File: src/rtl/irq_redir_pkg.sv
package irq_redir_pkg;

  localparam int unsigned DW = 32;

  // Bus offsets
  localparam int unsigned OFF_SELECT = 0;
  localparam int unsigned OFF_WINDOW = 16;

  // Internal indices
  localparam logic [7:0] IDX_IDENT   = 8'h00;
  localparam logic [7:0] IDX_VERSION = 8'h01;
  localparam logic [7:0] IDX_ARBID   = 8'h02;
  localparam logic [7:0] IDX_TBL_LO  = 8'h10;

  // Defined-field masks of each entry half
  localparam logic [DW-1:0] LO_KEEP = 32'h0001_AFFF;
  localparam logic [DW-1:0] HI_KEEP = 32'hFF00_0000;

  // Reset value of each low half (mask bit 16 set)
  localparam logic [DW-1:0] LO_RESET = 32'h0001_0000;

  typedef enum logic [2:0] {
    K_IDENT,
    K_VERSION,
    K_ARBID,
    K_TABLE,
    K_UNDEF
  } idx_kind_e;

endpackage

File: src/rtl/irq_redir_decode.sv
module irq_redir_decode
  import irq_redir_pkg::*;
#(
  parameter int unsigned N_ENTRIES = 24,
  parameter int unsigned ADDR_W    = 8,
  localparam int unsigned EW       = $clog2(N_ENTRIES)
) (
  input  logic [ADDR_W-1:0] addr,
  input  logic [7:0]        sel,
  output logic              hit_select,
  output logic              hit_window,
  output idx_kind_e         kind,
  output logic [EW-1:0]     entry,
  output logic              upper
);

  localparam logic [8:0] TBL_SPAN = 9'(2 * N_ENTRIES);

  logic [7:0] rel;
  logic       in_tbl;

  assign hit_select = (addr == ADDR_W'(OFF_SELECT));
  assign hit_window = (addr == ADDR_W'(OFF_WINDOW));

  assign rel    = sel - IDX_TBL_LO;
  assign in_tbl = (sel >= IDX_TBL_LO) && ({1'b0, rel} < TBL_SPAN);
  assign entry  = rel[EW:1];
  assign upper  = rel[0];

  always_comb begin
    if (sel == IDX_IDENT)        kind = K_IDENT;
    else if (sel == IDX_VERSION) kind = K_VERSION;
    else if (sel == IDX_ARBID)   kind = K_ARBID;
    else if (in_tbl)             kind = K_TABLE;
    else                         kind = K_UNDEF;
  end

endmodule

File: src/rtl/irq_redir_table.sv
module irq_redir_table
  import irq_redir_pkg::*;
#(
  parameter int unsigned N_ENTRIES = 24,
  localparam int unsigned EW       = $clog2(N_ENTRIES)
) (
  input  logic                     clk,
  input  logic                     rst_n,
  input  logic                     wr_en,
  input  logic [EW-1:0]            wr_entry,
  input  logic                     wr_upper,
  input  logic [DW-1:0]            wr_data,
  input  logic [EW-1:0]            rd_entry,
  input  logic                     rd_upper,
  output logic [DW-1:0]            rd_data,
  output logic [N_ENTRIES*64-1:0]  entries_flat
);

  logic [DW-1:0] lo_q [N_ENTRIES];
  logic [DW-1:0] hi_q [N_ENTRIES];

  for (genvar g = 0; g < N_ENTRIES; g++) begin : g_ent
    logic hit;
    assign hit = wr_en && (wr_entry == EW'(g));

    always_ff @(posedge clk or negedge rst_n) begin
      if (!rst_n) begin
        lo_q[g] <= LO_RESET;
        hi_q[g] <= '0;
      end else if (hit) begin
        if (wr_upper) hi_q[g] <= wr_data & HI_KEEP;
        else          lo_q[g] <= wr_data & LO_KEEP;
      end
    end

    assign entries_flat[g*64 +: 64] = {hi_q[g], lo_q[g]};
  end

  always_comb begin
    rd_data = '0;
    if (int'(rd_entry) < N_ENTRIES)
      rd_data = rd_upper ? hi_q[rd_entry] : lo_q[rd_entry];
  end

endmodule

File: src/rtl/irq_redir_regs.sv
module irq_redir_regs
  import irq_redir_pkg::*;
#(
  parameter int unsigned N_ENTRIES = 24,
  parameter int unsigned ADDR_W    = 8,
  parameter logic [7:0]  VERSION   = 8'h11,
  parameter logic [7:0]  INIT_ID   = 8'h00
) (
  input  logic                    clk,
  input  logic                    rst_n,
  input  logic                    bus_valid,
  input  logic                    bus_write,
  input  logic [ADDR_W-1:0]       bus_addr,
  input  logic [31:0]             bus_wdata,
  output logic                    bus_rvalid,
  output logic [31:0]             bus_rdata,
  output logic                    bus_err,
  output logic                    idx_warn,
  output logic [N_ENTRIES*64-1:0] redir_entries
);

  localparam int unsigned EW = $clog2(N_ENTRIES);
  localparam logic [DW-1:0] VER_WORD = {8'h00, 8'(N_ENTRIES - 1), 8'h00, VERSION};

  if (INIT_ID == 8'hFF) begin : g_bad_id
    $error("INIT_ID 0xFF is reserved for broadcast");
  end

  logic [7:0]    sel_q, id_q, arb_q;
  logic          hit_select, hit_window;
  idx_kind_e     kind;
  logic [EW-1:0] entry;
  logic          upper;
  logic [DW-1:0] tbl_rd;
  logic          wr_sel, wr_win, rd_acc, illegal, undef_acc;
  logic [DW-1:0] rd_next;

  irq_redir_decode #(
    .N_ENTRIES(N_ENTRIES),
    .ADDR_W   (ADDR_W)
  ) u_dec (
    .addr      (bus_addr),
    .sel       (sel_q),
    .hit_select(hit_select),
    .hit_window(hit_window),
    .kind      (kind),
    .entry     (entry),
    .upper     (upper)
  );

  assign wr_sel    = bus_valid && bus_write && hit_select;
  assign wr_win    = bus_valid && bus_write && hit_window;
  assign rd_acc    = bus_valid && !bus_write;
  assign illegal   = bus_valid && !hit_select && !hit_window;
  assign undef_acc = bus_valid && hit_window && (kind == K_UNDEF);

  irq_redir_table #(
    .N_ENTRIES(N_ENTRIES)
  ) u_tbl (
    .clk         (clk),
    .rst_n       (rst_n),
    .wr_en       (wr_win && (kind == K_TABLE)),
    .wr_entry    (entry),
    .wr_upper    (upper),
    .wr_data     (bus_wdata),
    .rd_entry    (entry),
    .rd_upper    (upper),
    .rd_data     (tbl_rd),
    .entries_flat(redir_entries)
  );

  always_comb begin
    rd_next = '0;
    if (hit_select) begin
      rd_next = {24'h0, sel_q};
    end else if (hit_window) begin
      unique case (kind)
        K_IDENT:   rd_next = {id_q, 24'h0};
        K_VERSION: rd_next = VER_WORD;
        K_ARBID:   rd_next = {arb_q, 24'h0};
        K_TABLE:   rd_next = tbl_rd;
        default:   rd_next = '0;
      endcase
    end
  end

  always_ff @(posedge clk or negedge rst_n) begin
    if (!rst_n) begin
      sel_q <= '0;
      id_q  <= INIT_ID;
      arb_q <= INIT_ID;
    end else begin
      if (wr_sel) sel_q <= bus_wdata[7:0];
      if (wr_win && kind == K_IDENT) id_q  <= bus_wdata[31:24];
      if (wr_win && kind == K_ARBID) arb_q <= bus_wdata[31:24];
    end
  end

  always_ff @(posedge clk or negedge rst_n) begin
    if (!rst_n) begin
      bus_rvalid <= 1'b0;
      bus_rdata  <= '0;
      bus_err    <= 1'b0;
      idx_warn   <= 1'b0;
    end else begin
      bus_rvalid <= rd_acc;
      bus_rdata  <= rd_acc ? rd_next : '0;
      bus_err    <= illegal;
      idx_warn   <= undef_acc;
    end
  end

endmodule

File: config.mk
export PLATFORM = sky130hd
export DESIGN_NAME = irq_redir_regs
export DESIGN_NICKNAME = d
export VERILOG_FILES = /design/src/rtl/irq_redir_pkg.sv /design/src/rtl/irq_redir_decode.sv /design/src/rtl/irq_redir_table.sv /design/src/rtl/irq_redir_regs.sv
export SDC_FILE = /design/constraint.sdc
export NUM_CORES = 1
export LEC_CHECK = 0
export BUFFER_PORTS_ARGS = -buffer_cell sky130_fd_sc_hd__buf_4
export CORE_AREA = 4 4 636 638
export CTS_CLUSTER_SIZE = 12
export DETAILED_ROUTE_END_ITERATION = 10
export DIE_AREA = 0 0 640 642
export PLACE_DENSITY = 0.3
export SYNTH_ARGS = -nofsm -noshare
export SYNTH_HDL_FRONTEND = slang
export SYNTH_HIERARCHICAL = 1
export SYNTH_SLANG_ARGS = --single-unit
File: constraint.sdc
create_clock -name clk -period 3.2 [get_ports clk]
set_clock_uncertainty 0.15 [all_clocks]
set_input_delay 0.48 -clock clk [delete_from_list [all_inputs] [get_ports clk]]
set_output_delay 0.48 -clock clk [all_outputs]
set_load 0.1 [all_outputs]
# Yosys cells after proc, flatten, opt, wreduce, memory -nomap -nowiden

Cells that the tools add are included.

Add/sub/neg operators: 1
Multiply operators: 0
Div/mod/pow operators: 0
$lt $le $gt $ge: 4
Equality and inequality tests: 30
Shift-type cells: 0
Multiplexer cells: 16
Bitwise logic cells: 2
Reduce and logical (&&, ||, !) cells: 91

Operators with widths:

| kind                | count |
|---|---|
| $bmux 32 s5         | 2 |
| $mux 32             | 9 |
| $pmux 32 s4         | 1 |
| $reduce_and 2->1    | 48 |
| $eq 5x4->1 const B  | 8 |
| $eq 5x5->1 const B  | 8 |
| $logic_and 1x1->1   | 36 |
| $eq 5x3->1 const B  | 4 |
| $logic_not 8->1     | 2 |
| $mux 3              | 4 |
| $eq 5x2->1 const B  | 2 |
| $eq 8x1->1 const B  | 1 |
| $eq 8x2->1 const B  | 1 |
| $eq 8x5->1 const B  | 1 |
| $ge 8x5->1 const B  | 1 |
| $lt 8x6->1 const B  | 1 |
| $sub 8x5->8 const B | 1 |
| $eq 3x2->1 const B  | 2 |
| $ge 6x6->1 const B  | 1 |
| $not 5->6           | 1 |
| $eq 5x1->1 const B  | 1 |
| $logic_not 5->1     | 1 |
| $lt 5x5->1 const B  | 1 |
| $eq 3x1->1 const B  | 1 |
| other kinds (4)     | 6 |

Flip-flop bits (word level): 611
Bits in latches: 0
RAM bits: 0
Bits in read-only memories: 0
Input bits: 44
Output and inout bits: 1,571
Memories kept: 0

# Depth between registers and ports, before layout

Gate-level depths: netlist of run 1.

Word-level depth: 12
Mapped depth: 14

# By module

The synthesis of run 1 kept the hierarchy.

By module, submodules not included:

| module           | instances | cells each | area each (um^2) |
|---|---|---|---|
| irq_redir_table  | 1         | 2,737      | 32,964.1 |
| irq_redir_regs   | 1         | 160        | 2,285.9 |
| irq_redir_decode | 1         | 28         | 182.7 |

# Worst setup path before layout of run 1

Ideal clock, no wire load.

Path type: reg2reg
From: register sel_q[4]
To: register u_tbl.lo_q, in the netlist u_tbl/entries_flat[1285]
Setup time: 126 ps
Data arrival time: 3,082 ps
Data required time: 2,924 ps
Setup slack: -157 ps
Stages on the path, launching flop included: 13
Buffers on the path: 1
Clock period less this slack: 3,357 ps
Path through: dfrtp_1 > inv_1 > ha_1 > nor2b_1 > nand3_1 > and3_1 > nand4b_2 > nor2_1 > and2b_1 > nand3_1 > nor2_2 > buf_4 > mux2_2

Cells in the longest elaborated chain, start to end: 11
Elaborated cells on any way between the ends: 16
Classes of those cells: add/sub (1); order compare (2); eq/ne (4); mux (4); reduce/logical (5)

RTL lines:

| item                           | line                   | RTL |
|---|---|---|
| start: declaration             | irq_redir_regs.sv:29   | `logic [7:0] sel_q, id_q, arb_q;` |
| start signal: assignment       | irq_redir_regs.sv:93   | `if (wr_sel) sel_q <= bus_wdata[7:0];` |
| $sub 8x5->8                    | irq_redir_decode.sv:25 | `assign rel = sel - IDX_TBL_LO;` |
| named net entry[3]             | irq_redir_regs.sv:32   | `logic [EW-1:0] entry;` |
| $lt 8x6->1                     | irq_redir_decode.sv:26 | `assign in_tbl = (sel >= IDX_TBL_LO) && ({1'b0, rel} < TBL_SPAN);` |
| $logic_and 1x1->1              | irq_redir_decode.sv:26 |  |
| $mux 3                         | irq_redir_decode.sv:34 | `else if (in_tbl) kind = K_TABLE;` |
| $mux 3                         | irq_redir_decode.sv:33 | `else if (sel == IDX_ARBID) kind = K_ARBID;` |
| $mux 3                         | irq_redir_decode.sv:32 | `else if (sel == IDX_VERSION) kind = K_VERSION;` |
| $mux 3                         | irq_redir_decode.sv:31 | `if (sel == IDX_IDENT) kind = K_IDENT;` |
| named net kind[2]              | irq_redir_regs.sv:31   | `idx_kind_e kind;` |
| $eq 3x2->1                     | irq_redir_regs.sv:62   | `.wr_en (wr_win && (kind == K_TABLE)),` |
| $logic_and 1x1->1              | irq_redir_regs.sv:62   |  |
| $logic_and 1x1->1              | irq_redir_table.sv:24  | `assign hit = wr_en && (wr_entry == EW'(g));` |
| $reduce_and 2->1 (no line)     | --                     |  |
| end signal: indexed assignment | irq_redir_table.sv:32  | `else lo_q[g] <= wr_data & LO_KEEP;` |
| end: declaration               | irq_redir_table.sv:19  | `logic [DW-1:0] lo_q [N_ENTRIES];` |

The timed path passes the listed nets, and every way through them passes these cells.
A chain may end at the register's enable or synchronous reset.

# Final worst setup path of run 1

From: register sel_q[3]
To: register bus_rdata[25]

Elaborated cells on any way between the ends: 29
Classes of those cells: add/sub (1); order compare (3); eq/ne (5); mux (16); bitwise (1); reduce/logical (3)

RTL lines:

| item                                        | line                   | RTL |
|---|---|---|
| $sub 8x5->8 (*)                             | irq_redir_decode.sv:25 |  |
| $not 5->6 (not written as such)             | irq_redir_table.sv:42  | `rd_data = rd_upper ? hi_q[rd_entry] : lo_q[rd_entry];` |
| $bmux 32 s5                                 | irq_redir_table.sv:42  |  |
| $mux 32 (not written as such) (2 in series) | irq_redir_table.sv:42  |  |
| $mux 32                                     | irq_redir_table.sv:42  |  |
| $mux 32 (*)                                 | irq_redir_table.sv:41  | `if (int'(rd_entry) < N_ENTRIES)` |
| named net tbl_rd[25]                        | irq_redir_regs.sv:34   | `logic [DW-1:0] tbl_rd;` |
| $pmux 32 s4 (*)                             | irq_redir_regs.sv:77   | `unique case (kind)` |
| $mux 32 (*)                                 | irq_redir_regs.sv:76   | `end else if (hit_window) begin` |
| $mux 32 (*)                                 | irq_redir_regs.sv:74   | `if (hit_select) begin` |
| $mux 32 (*)                                 | irq_redir_regs.sv:107  | `bus_rdata <= rd_acc ? rd_next : '0;` |
| end signal: assignment                      | irq_redir_regs.sv:107  |  |
| end: declaration                            | irq_redir_regs.sv:16   | `output logic [31:0] bus_rdata,` |

The timed path passes the listed nets; every way through them passes the cells marked *. The select of a mux whose other input is x is not followed.

==> results of run 1 <==
[Yosys cell counts, drive strengths merged (11+ instances only)]
master / number / area (um2)
buf: 1070 / 7880
mux2: 600 / 6760
dfrtp: 587 / 14700
mux4: 84 / 1890
mux2i: 81 / 811
clkbuf: 74 / 279
nor2: 49 / 244
inv: 48 / 180
nand2: 48 / 198
a221oi: 40 / 350
nand3: 28 / 145
a22oi: 27 / 203
o21ai: 26 / 130
a21oi: 24 / 120
dfstp: 24 / 631
and2: 14 / 87.6
nor3: 11 / 121
[critical path, delay by kind of cell (launching register included)]
kind,cells,cell delay [ns]
compound gates,3,0.69
buf+inv,4,0.84
mux,2,0.56
flops,1,0.40
simple gates,2,0.14
[registers in the layout (all words and copies together), names as in the netlist]
signal              cells
arb_q                   8
bus_err                 1
bus_rdata              32
bus_rvalid              1
id_q                    8
idx_warn                1
sel_q                   8
u_tbl/entries_flat    552
[logic make-up after synthesis]
group	share of synthesized area (%)
other cells	0.0106
compound gates	3.16
fa+ha+maj	0.0706
simple gates	3.28
mux	26.7
flops	43.2
buf+inv	23.5
[how the worst max path moves through the flow]
stage,startpoint,depth (start not counted),end
floorplan,sel_q[4],12,u_tbl/entries_flat[1285]
global placement,bus_addr[2],12,u_tbl/entries_flat[975]
detailed placement,bus_addr[2],12,u_tbl/entries_flat[973]
CTS,sel_q[4],14,u_tbl/entries_flat[67]
global route,sel_q[4],15,u_tbl/entries_flat[58]
finish,sel_q[3],11,bus_rdata[25]
[per-layer routing]
metal / GRT usage (%) / part of all wire [%] / vias to the layer above
met5: 0 / 0.0066 / -
met4: 2.56 / 2.6 / 2
met3: 3.40 / 8.8 / 145
met2: 18.8 / 57 / 949
met1: 8.36 / 31 / 11800
li1: - / - / 9638
[final cells by class]
| class | instances | area, um2 |
|---|---|---|
| inverter | 48 | 180 |
| fill | 45400 | 351000 |
| tap | 5265 | 6590 |
| timing repair buffer | 827 | 7200 |
| clock inverter | 28 | 357 |
| antenna | 1 | 2.50 |
| clock buffer | 116 | 2280 |
| multi-input combinational | 2114 | 15600 |
| sequential | 611 | 15300 |
[power by group]
| part | switching (mW) | leakage (nW) | internal (mW) | total [mW] |
|---|---|---|---|---|
| logic | 5.60 | 12.7 | 0.189 | 5.79 |
| clock network | 3.95 | 1.28 | 5.37 | 9.33 |
| registers | 0.00747 | 8.44 | 7.74 | 7.74 |
| total | 9.56 | 22.4 | 13.3 | 22.9 |
[per-stage QoR]
step	TNS (ns)	hold WS, ns	std cells	setup slack, ns	cell area (um2)
6_report	0	0.140	9010	0.208	47600
5_1_grt	0	0.0982	9009	0.00761	47600
4_1_cts	-0.234	0.0447	9009	-0.0220	47500
3_5_place_dp	-103.66	0.343	8863	-0.371	44800
3_3_place_gp	-130.74	0.335	8863	-0.431	44800
2_1_floorplan	0	0.0344	3917	0.0381	39200
[timing repair]
item / 4_1_cts / 5_1_grt
gates resized for setup: 6 / 14
endpoints found under the setup margin: 95 / 389
pin swaps: 1 / 2
endpoints found under the hold margin: 46 / 0
setup buffers: 0 / 0
hold buffers: 2 / 0
==> flow_summary.rst, run 1 <==
.. list-table::
   :header-rows: 1

   * - Metric
     - Value
   * - Area growth from synthesis to layout
     - 34.2%
   * - Clock-pin slew reported for the worst setup and hold paths after clock tree synthesis
     - 0.06 ns
   * - CTS tree
     - built
   * - Final Wtd Congestion
     - 0.733
   * - Endpoint, Worst Hold
     - u_tbl/entries_flat[523]
   * - Total routing resource utilization after global routing
     - 9.27%
   * - Cells on Worst Hold Path
     - 2
   * - Tightest Hold Check Type
     - primary input to register
   * - Antenna viol nets, final
     - 0
   * - Max-slew violation count
     - 0
   * - Number of sinks on the clock net
     - 611
   * - Setup slack of the worst register-to-register path
     - 0.21 ns
   * - Critical-path cell with the highest stage delay
     - o21ai_1
   * - Cell count after synthesis
     - 2925
   * - Critical hold path startpoint
     - bus_wdata[11]
   * - Clock buffers created by TritonCTS
     - 80
   * - Sequential element share of the synthesized area
     - 43.2%
   * - Launching element type of the critical path
     - register
   * - Commonest register cell after synthesis
     - dfrtp_1
   * - Least-Margin Pin Slew
     - 0.760 ns
   * - Detail-routed net length per standard cell
     - 22.0 um
   * - Run status
     - finished clean
   * - Cell row count
     - 232
   * - Share of the clock period used by the worst path
     - 93.5%
   * - Most used cells in the layout excluding fill and tap cells
     - conb_1, buf_4, dfrtp_1
   * - Critical Setup Path Class
     - register to register
   * - Worst path most repeated cell
     - buf_4
   * - Clock Latency Late Sink
     - 0.70 ns
   * - Average via count per standard cell
     - 2.50
   * - Final setup violation count
     - 0
   * - Worst vdd rail ir drop
     - 0.000353 V
   * - Cells along the critical path
     - buf_4 > buf_12 > mux2i_1 > a221oi_1 > o21ai_1 > buf_4 > nand3_1 > buf_4 > mux2_2 > a22oi_1 > nor2_1
   * - Global-route wire length before repair
     - 253 mm
   * - Antenna violations before repair
     - 11
   * - Critical Path Sink Type
     - register
   * - Post-layout min period
     - 2.99 ns
   * - Level count of the clock H-tree
     - 3
   * - Number of synthesized flops with an enable pin
     - 0
   * - Largest net degree at the start of global routing
     - 91
   * - Normalized max-slew margin
     - 49.1%
   * - DIE WIDTH
     - 640 um
   * - Slowest Stage Delay on Critical Path
     - 0.42 ns
   * - End of the worst register-to-register path
     - bus_rdata[25]
   * - Die Area
     - 411000 um2
   * - Total leakage power
     - 22.4 nW
   * - Worst Reg-to-Reg Cells
     - 11
   * - Design Power
     - 22.9 mW
   * - Max_cap viols
     - 0
   * - Top fanout value on the critical path
     - 43
   * - Reg2Reg Launch Point
     - sel_q[3]
   * - Count of unique library cells instantiated by Yosys
     - 61
   * - Initial standard-cell utilization of the core
     - 8.89%
   * - Floorplan die height
     - 642 um
   * - Placeable core region
     - 399000 um2
   * - Vias in the first global route
     - 23600
   * - Most common library cell in the layout ignoring fill and taps
     - conb_1
   * - Final WL
     - 198 mm
   * - IO Port Bufs
     - 621
   * - RSZ-0062 raised after global routing
     - false
   * - Synth async-reset ratio
     - 100%
   * - Required arrival time at the worst endpoint
     - 3.63 ns
   * - Number of top-level design ports
     - 1615
   * - Number of buffers between clock root and the deepest sink
     - 3
   * - Average footprint of a synthesized cell
     - 12.1 um2
   * - Pre-Repair DR Iteration Count
     - 5
   * - Number of vias after detailed routing
     - 22600
   * - Clock root buffer
     - clkbuf_16
   * - Final standard cell utilization of the core
     - 11.9%
   * - Total global routing overflow
     - 0
   * - Critical Path AT
     - 3.42 ns
   * - Post-detailed-placement half-perimeter wirelength
     - 161 mm
   * - Total power per unit cell area
     - 481 nW/um2
   * - Netlist Area Pre-Place
     - 35400 um2
   * - Ys Warns
     - 6
   * - Number of hold violations in the final report
     - 0
   * - Post-detailed-route DRC marker count
     - 0
   * - Final net count
     - 3728
   * - F_max
     - 0.334 GHz
   * - Violation count after the first detailed-route iteration
     - 816
   * - Yosys reg bits
     - 611
   * - Share of layout cells above drive strength 1
     - 44.5%
No activity file was read; power rests on OpenSTA's default activity.
==> run 2: changes to the inputs <==
CTS_BUF_LIST = sky130_fd_sc_hd__clkbuf_8   (was not set)
PLACE_DENSITY = not set   (was 0.3)
PLACE_DENSITY_LB_ADDON = 0.12   (was not set)
==> run 2 against run 1 <==
  * Sequential share of layout area fell by 1.2 points
  * Worst setup slack got worse by 0.18 ns
  * Sequential power barely moved
  * Final cell count grew 2.4%
  * Final area up 3.8%
  * Critical path type unchanged
==> flow_summary.rst, run 2 (synthesis gave the netlist of run 1 again) <==
.. list-table::
   :header-rows: 1

   * - Metric
     - Value
   * - Run status
     - finished clean
   * - Number of vias after detailed routing
     - 23500
   * - Launching element type of the critical path
     - register
   * - Final setup violation count
     - 0
   * - Max_cap viols
     - 0
   * - Max-slew violation count
     - 0
   * - Pre-Repair DR Iteration Count
     - 7
   * - Number of sinks on the clock net
     - 611
   * - Most common library cell in the layout ignoring fill and taps
     - conb_1
   * - Worst vdd rail ir drop
     - 0.000273 V
   * - Initial standard-cell utilization of the core
     - 8.89%
   * - Final Wtd Congestion
     - 0.716
   * - Final net count
     - 3898
   * - Clock buffers created by TritonCTS
     - 155
   * - Pre-CTS setup slack
     - -0.325 ns
   * - Least-Margin Pin Slew
     - 0.817 ns
   * - Final WL
     - 208 mm
   * - Floorplan die height
     - 642 um
   * - Total routing resource utilization after global routing
     - 9.60%
   * - Design Power
     - 23.6 mW
   * - Combinational power share
     - 24.9%
   * - Tightest Hold Check Type
     - primary input to register
   * - Clock Latency Late Sink
     - 1.04 ns
   * - Portion of total power attributed to sequential cells
     - 32.8%
   * - Post-detailed-route DRC marker count
     - 0
   * - RSZ-0062 raised after global routing
     - true
   * - Switching Fraction
     - 43.3%
   * - Share of layout cells above drive strength 1
     - 46.6%
   * - Post-place instance area
     - 45100 um2
   * - Number of top-level design ports
     - 1615
   * - Antenna viol nets, final
     - 0
   * - Post-layout min period
     - 3.17 ns
   * - Share of total power in the clock network
     - 42.2%
   * - Critical Setup Path Class
     - register to register
   * - Vias in the first global route
     - 24900
   * - Number of buffers between clock root and the deepest sink
     - 4
   * - Die Area
     - 411000 um2
   * - Net switching power
     - 10.2 mW
   * - Level count of the clock H-tree
     - 4
   * - Average via count per standard cell
     - 2.55
   * - PnR worst setup slack
     - 0.0266 ns
   * - Global-route wire length before repair
     - 264 mm
   * - Number of hold violations in the final report
     - 0
   * - Total power per unit cell area
     - 478 nW/um2
   * - Placeable core region
     - 399000 um2
   * - Critical Path Sink Type
     - register
   * - Critical Path AT
     - 3.82 ns
   * - Launch point of the critical path
     - sel_q[3]
   * - Top fanout value on the critical path
     - 8
   * - Reg2Reg Launch Point
     - sel_q[3]
   * - Worst Reg-to-Reg Cells
     - 15
   * - Total of fill cells in the finished design
     - 45300
   * - Required arrival time at the worst endpoint
     - 3.85 ns
   * - Cell row count
     - 232
   * - End of the worst register-to-register path
     - u_tbl/entries_flat[1419]
   * - IO Port Bufs
     - 621
   * - Area growth from synthesis to layout
     - 39.4%
   * - Worst setup path endpoint
     - u_tbl/entries_flat[1419]
   * - Violation count after the first detailed-route iteration
     - 796
   * - Total negative slack for setup checks
     - 0 ns
   * - Total global routing overflow
     - 0
   * - DIE WIDTH
     - 640 um
   * - Normalized max-slew margin
     - 45.4%
   * - Post-detailed-placement half-perimeter wirelength
     - 162 mm
   * - Largest net degree at the start of global routing
     - 82
   * - Clock-pin slew reported for the worst setup and hold paths after clock tree synthesis
     - 0.07 ns
   * - Most used cells in the layout excluding fill and tap cells
     - conb_1, buf_4, dfrtp_1
   * - Clock root buffer
     - clkbuf_8
   * - Cell-internal power
     - 13.4 mW
   * - CTS tree
     - built
   * - Detail-routed net length per standard cell
     - 22.5 um
   * - Share of the clock period used by the worst path
     - 99.2%
   * - Antenna violations before repair
     - 20
   * - Fin area
     - 49400 um2
   * - Setup slack of the worst register-to-register path
     - 0.03 ns
   * - F_max
     - 0.315 GHz
   * - Total leakage power
     - 23.5 nW
   * - Flip-flop count of the largest register, all copies and words added
     - 552
## run 2: cell count changes in the layout (fill, tap and decap cells not counted), sizes merged, moves of 6 or more
cell         change
clkinv           -6
diode            +7
clkbuf          +72
dlygate4sd3     +29
inv             +57
buf             +61
## run 2: cell type report
class                           instances  area [um2]  share of cell area (%)
Timing Repair Buffer                  922        8330                    16.9
Clock buffer                          183        2520                    5.10
Sequential cell                       611       15300                    31.1
Clock inverter                         75         439                   0.889
Inverter                               48         184                   0.372
Multi-Input combinational cell       2114       16000                    32.3
Tap cell                             5265        6590                    13.3
Antenna cell                            8        20.0                  0.0405
## run 2: power groups by stage
stage / Combinational (mW) / Clock [mW] / Sequential (mW)
floorplan: 6.17 / 0 / 7.89
global placement: 5.83 / 0 / 7.88
detailed placement: 5.83 / 0 / 7.88
CTS: 5.88 / 10.8 / 7.75
global route: 6.04 / 11.0 / 7.74
finish: 5.88 / 9.97 / 7.75
## run 2: metrics by stage
step                utilization, %  hold slack, ns  instances
floorplan                        -          0.0344       3917
global route                  12.4           0.161       9219
detailed placement            11.3           0.286       8900
global placement              11.3           0.294       8900
finish                        12.4           0.238       9226
CTS                           12.2          0.0852       9199
## run 2: how the worst min path moves through the flow
stage                     start                  endpoint  slack (ns)  depth (start not counted)
floorplan                 rst_n                  arb_q[0]        0.03                          0
CTS                 bus_addr[3]                  sel_q[2]        0.09                          8
global route        bus_addr[3]                  sel_q[2]        0.16                          8
detailed placement        rst_n  u_tbl/entries_flat[1417]        0.29                          1
finish              bus_addr[3]                  sel_q[2]        0.24                          8
global placement          rst_n  u_tbl/entries_flat[1417]        0.29                          1
## run 2: critical path, cell delays in order, from the launching register on
cell and delay, ns:
dfrtp_4 0.49, nor3_2 0.18, buf_4 0.14, nand3_2 0.07, and3_4 0.19, nand4b_4 0.18, nor2_4 0.14, buf_12 0.12
and2b_1 0.16, buf_6 0.13, buf_4 0.12, nand3_4 0.13, nor2_4 0.14, buf_12 0.14, buf_16 0.16, mux2_4 0.31
## run 2: metal layers
layer  vias to the layer above  share of wire, %  wire length [um]  global-route usage [%]
met1                     12300                35             72300                    9.68
met3                       211               8.6             17900                    3.55
met2                      1034                54            112000                    18.3
met5                         -            0.0063                13                       0
li1                      10000                 -                 -                       -
met4                         2               2.5              5150                    2.50
## run 2: repair_timing
action                                 in CTS  in global routing
pin swaps                                   3                 12
cloned                                      2                  5
setup endpoints to repair                 190                301
endpoints found under the hold margin    1157                  0
setup buffers                               7                 16
hold buffers                               32                  0
gates resized for setup                    49                 83
==> run 3: changes to the inputs <==
PLACE_DENSITY_LB_ADDON = not set   (was 0.12)
==> run 3 against run 2 <==
  * The run now ends with negative setup slack left
  * Final area is 0.27% higher
  * Maximum frequency decreased by 3.5%
  * Die area unchanged
  * Sequential share of layout area decreased by 0.086 points
  * Sequential cell count did not move
  * Via count up 3.5%
  * Worst hold slack worse by 0.12 ns
  * Non-clock buffer count fell by 6
  * Combinational power fell by 0.7%
  * Global-route usage fell by 1.2 points
  * Register-to-register slack worse by 0.11 ns
  * Largest cell class unchanged
  * Highest routed layer unchanged
==> flow_summary.rst, run 3 (synthesis gave the netlist of run 1 again) <==
.. list-table::
   :header-rows: 1

   * - Metric
     - Value
   * - Most common library cell in the layout ignoring fill and taps
     - conb_1
   * - Detail-routed net length per standard cell
     - 20.3 um
   * - Total negative slack for setup checks
     - -1.71 ns
   * - Floorplan die height
     - 642 um
   * - Number of buffers between clock root and the deepest sink
     - 3
   * - Area growth from synthesis to layout
     - 39.7%
   * - Required arrival time at the worst endpoint
     - 3.77 ns
   * - Least-Margin Pin Slew
     - 1.21 ns
   * - Total power per unit cell area
     - 432 nW/um2
   * - Metal-1 WL
     - 65.5 mm
   * - Clock-pin slew reported for the worst setup and hold paths after clock tree synthesis
     - 0.07 ns
   * - Number of hold violations in the final report
     - 0
   * - Clock buffers created by TritonCTS
     - 100
   * - Die Area
     - 411000 um2
   * - Violation count after the first detailed-route iteration
     - 1771
   * - Antenna violations before repair
     - 9
   * - Cells along the critical path
     - nor3_2 > buf_4 > buf_6 > nand4b_1 > nand3_2 > buf_6 > nand2_4 > nor2_4 > buf_6 > buf_6 > nand2b_4 > buf_6 > nor2_4 > buf_12 > buf_6 > nand2_8 > buf_12 > mux2_4
   * - Final setup violation count
     - 57
   * - Final Wtd Congestion
     - 0.840
   * - Design Power
     - 21.4 mW
   * - Share of the clock period used by the worst path
     - 103%
   * - RSZ-0062 raised after global routing
     - true
   * - Level count of the clock H-tree
     - 3
   * - Slowest Stage Delay on Critical Path
     - 0.50 ns
   * - Final standard cell utilization of the core
     - 12.4%
   * - Post-layout min period
     - 3.29 ns
   * - Final WL
     - 186 mm
   * - Post-detailed-placement half-perimeter wirelength
     - 149 mm
   * - Global-route wire length before repair
     - 236 mm
   * - Critical Setup Path Class
     - register to register
   * - Share of layout cells above drive strength 1
     - 46.8%
   * - Highest routed metal layer
     - met5
   * - F_max
     - 0.304 GHz
   * - Met2 WL
     - 92.0 mm
   * - Total leakage power
     - 23.3 nW
   * - Average via count per standard cell
     - 2.66
   * - Clock Latency Late Sink
     - 0.88 ns
   * - Launching element type of the critical path
     - register
   * - Final net count
     - 3837
   * - CTS tree
     - built
   * - Number of vias after detailed routing
     - 24400
   * - Most used cells in the layout excluding fill and tap cells
     - conb_1, buf_4, dfrtp_1
   * - DIE WIDTH
     - 640 um
   * - Worst path most repeated cell
     - buf_6
   * - Initial standard-cell utilization of the core
     - 8.89%
   * - Post-detailed-route DRC marker count
     - 0
   * - Flip-flop count of the largest register, all copies and words added
     - 552
   * - Total routing resource utilization after global routing
     - 8.43%
   * - Top fanout value on the critical path
     - 4
   * - PnR worst setup slack
     - -0.0883 ns
   * - Number of sinks on the clock net
     - 611
   * - Critical Path Sink Type
     - register
   * - Pre-Repair DR Iteration Count
     - 5
   * - Worst vdd rail ir drop
     - 0.000344 V
   * - Largest net degree at the start of global routing
     - 84
   * - Total global routing overflow
     - 0
   * - Placeable core region
     - 399000 um2
   * - Cell row count
     - 232
   * - Critical Path AT
     - 3.85 ns
   * - Vias in the first global route
     - 23600
   * - Violated checks
     - negative setup slack
   * - Tightest Hold Check Type
     - primary input to register
   * - Antenna viol nets, final
     - 0
   * - Normalized max-slew margin
     - 18.7%
   * - Number of top-level design ports
     - 1615
   * - Routed wl met3
     - 14.5 mm
   * - Critical-path cell with the highest stage delay
     - dfrtp_4
   * - Max_cap viols
     - 0
   * - Run status
     - finished, violations left
   * - Clock root buffer
     - clkbuf_8
   * - Hold Slack
     - 0.117 ns
   * - Max-slew violation count
     - 0
   * - IO Port Bufs
     - 621
-- run 3: timing repair --
| item | CTS | global route |
|---|---|---|
| pin swaps | 10 | 24 |
| endpoints found under the setup margin | 497 | 428 |
| hold buffers | 26 | 0 |
| gates resized for setup | 110 | 239 |
| buffers inserted | 17 | 19 |
| endpoints found under the hold margin | 716 | 0 |
| cloned | 4 | 9 |
-- run 3: final timing paths --
| kind | from | end | slack, ns | depth (start not counted) |
|---|---|---|---|---|
| max | sel_q[2] | u_tbl/entries_flat[5] | -0.09 | 18 |
| min | bus_wdata[7] | u_tbl/entries_flat[1479] | 0.12 | 2 |
| max reg2reg | sel_q[2] | u_tbl/entries_flat[5] | -0.09 | 18 |
| min reg2reg | arb_q[7] | arb_q[7] | 0.35 | 1 |
| max in group asynchronous | rst_n | u_tbl/entries_flat[1286] | 2.01 | 4 |
| min in group asynchronous | rst_n | u_tbl/entries_flat[833] | 0.22 | 3 |
-- run 3: worst max-delay path: cells and delay by family (launching register included) --
kind / cells / cell delay (ns)
buffers and inverters: 9 / 1.23
DFF: 1 / 0.50
muxes: 1 / 0.29
and+or+nand+nor: 8 / 0.94
-- run 3: routing by layer --
layer,vias to the layer above,global-route usage (%)
met1,12800,9.01
li1,9871,-
met5,-,0
met4,2,5.35
met3,273,2.13
met2,1390,14.8
-- run 3: final cells by class --
| cell class | count | area [um2] |
|---|---|---|
| Clock inverter | 56 | 504 |
| Timing Repair Buffer | 916 | 8410 |
| Inverter | 48 | 180 |
| Fill cell | 45000 | 349000 |
| Sequential cell | 611 | 15300 |
| Clock buffer | 128 | 1760 |
| Multi-Input combinational cell | 2114 | 16700 |
| Tap cell | 5265 | 6590 |
| Antenna cell | 6 | 15.0 |
-- run 3: per-stage QoR --
step / cell area (um2) / std cells / setup slack [ns]
after detailed placement: 45000 / 8890 / -0.486
after CTS: 48200 / 9119 / -0.0760
after global placement: 45000 / 8890 / -0.478
after global routing: 49500 / 9142 / -0.222
after floorplan: 39200 / 3917 / 0.0381
final: 49500 / 9144 / -0.0883
-- run 3: where the power goes --
group          switching, mW  internal [mW]  total (mW)  leakage (nW)
clock                   3.79           4.02        7.81          1.25
sequential           0.00618           7.73        7.74          8.44
combinational           5.62          0.226        5.84          13.6
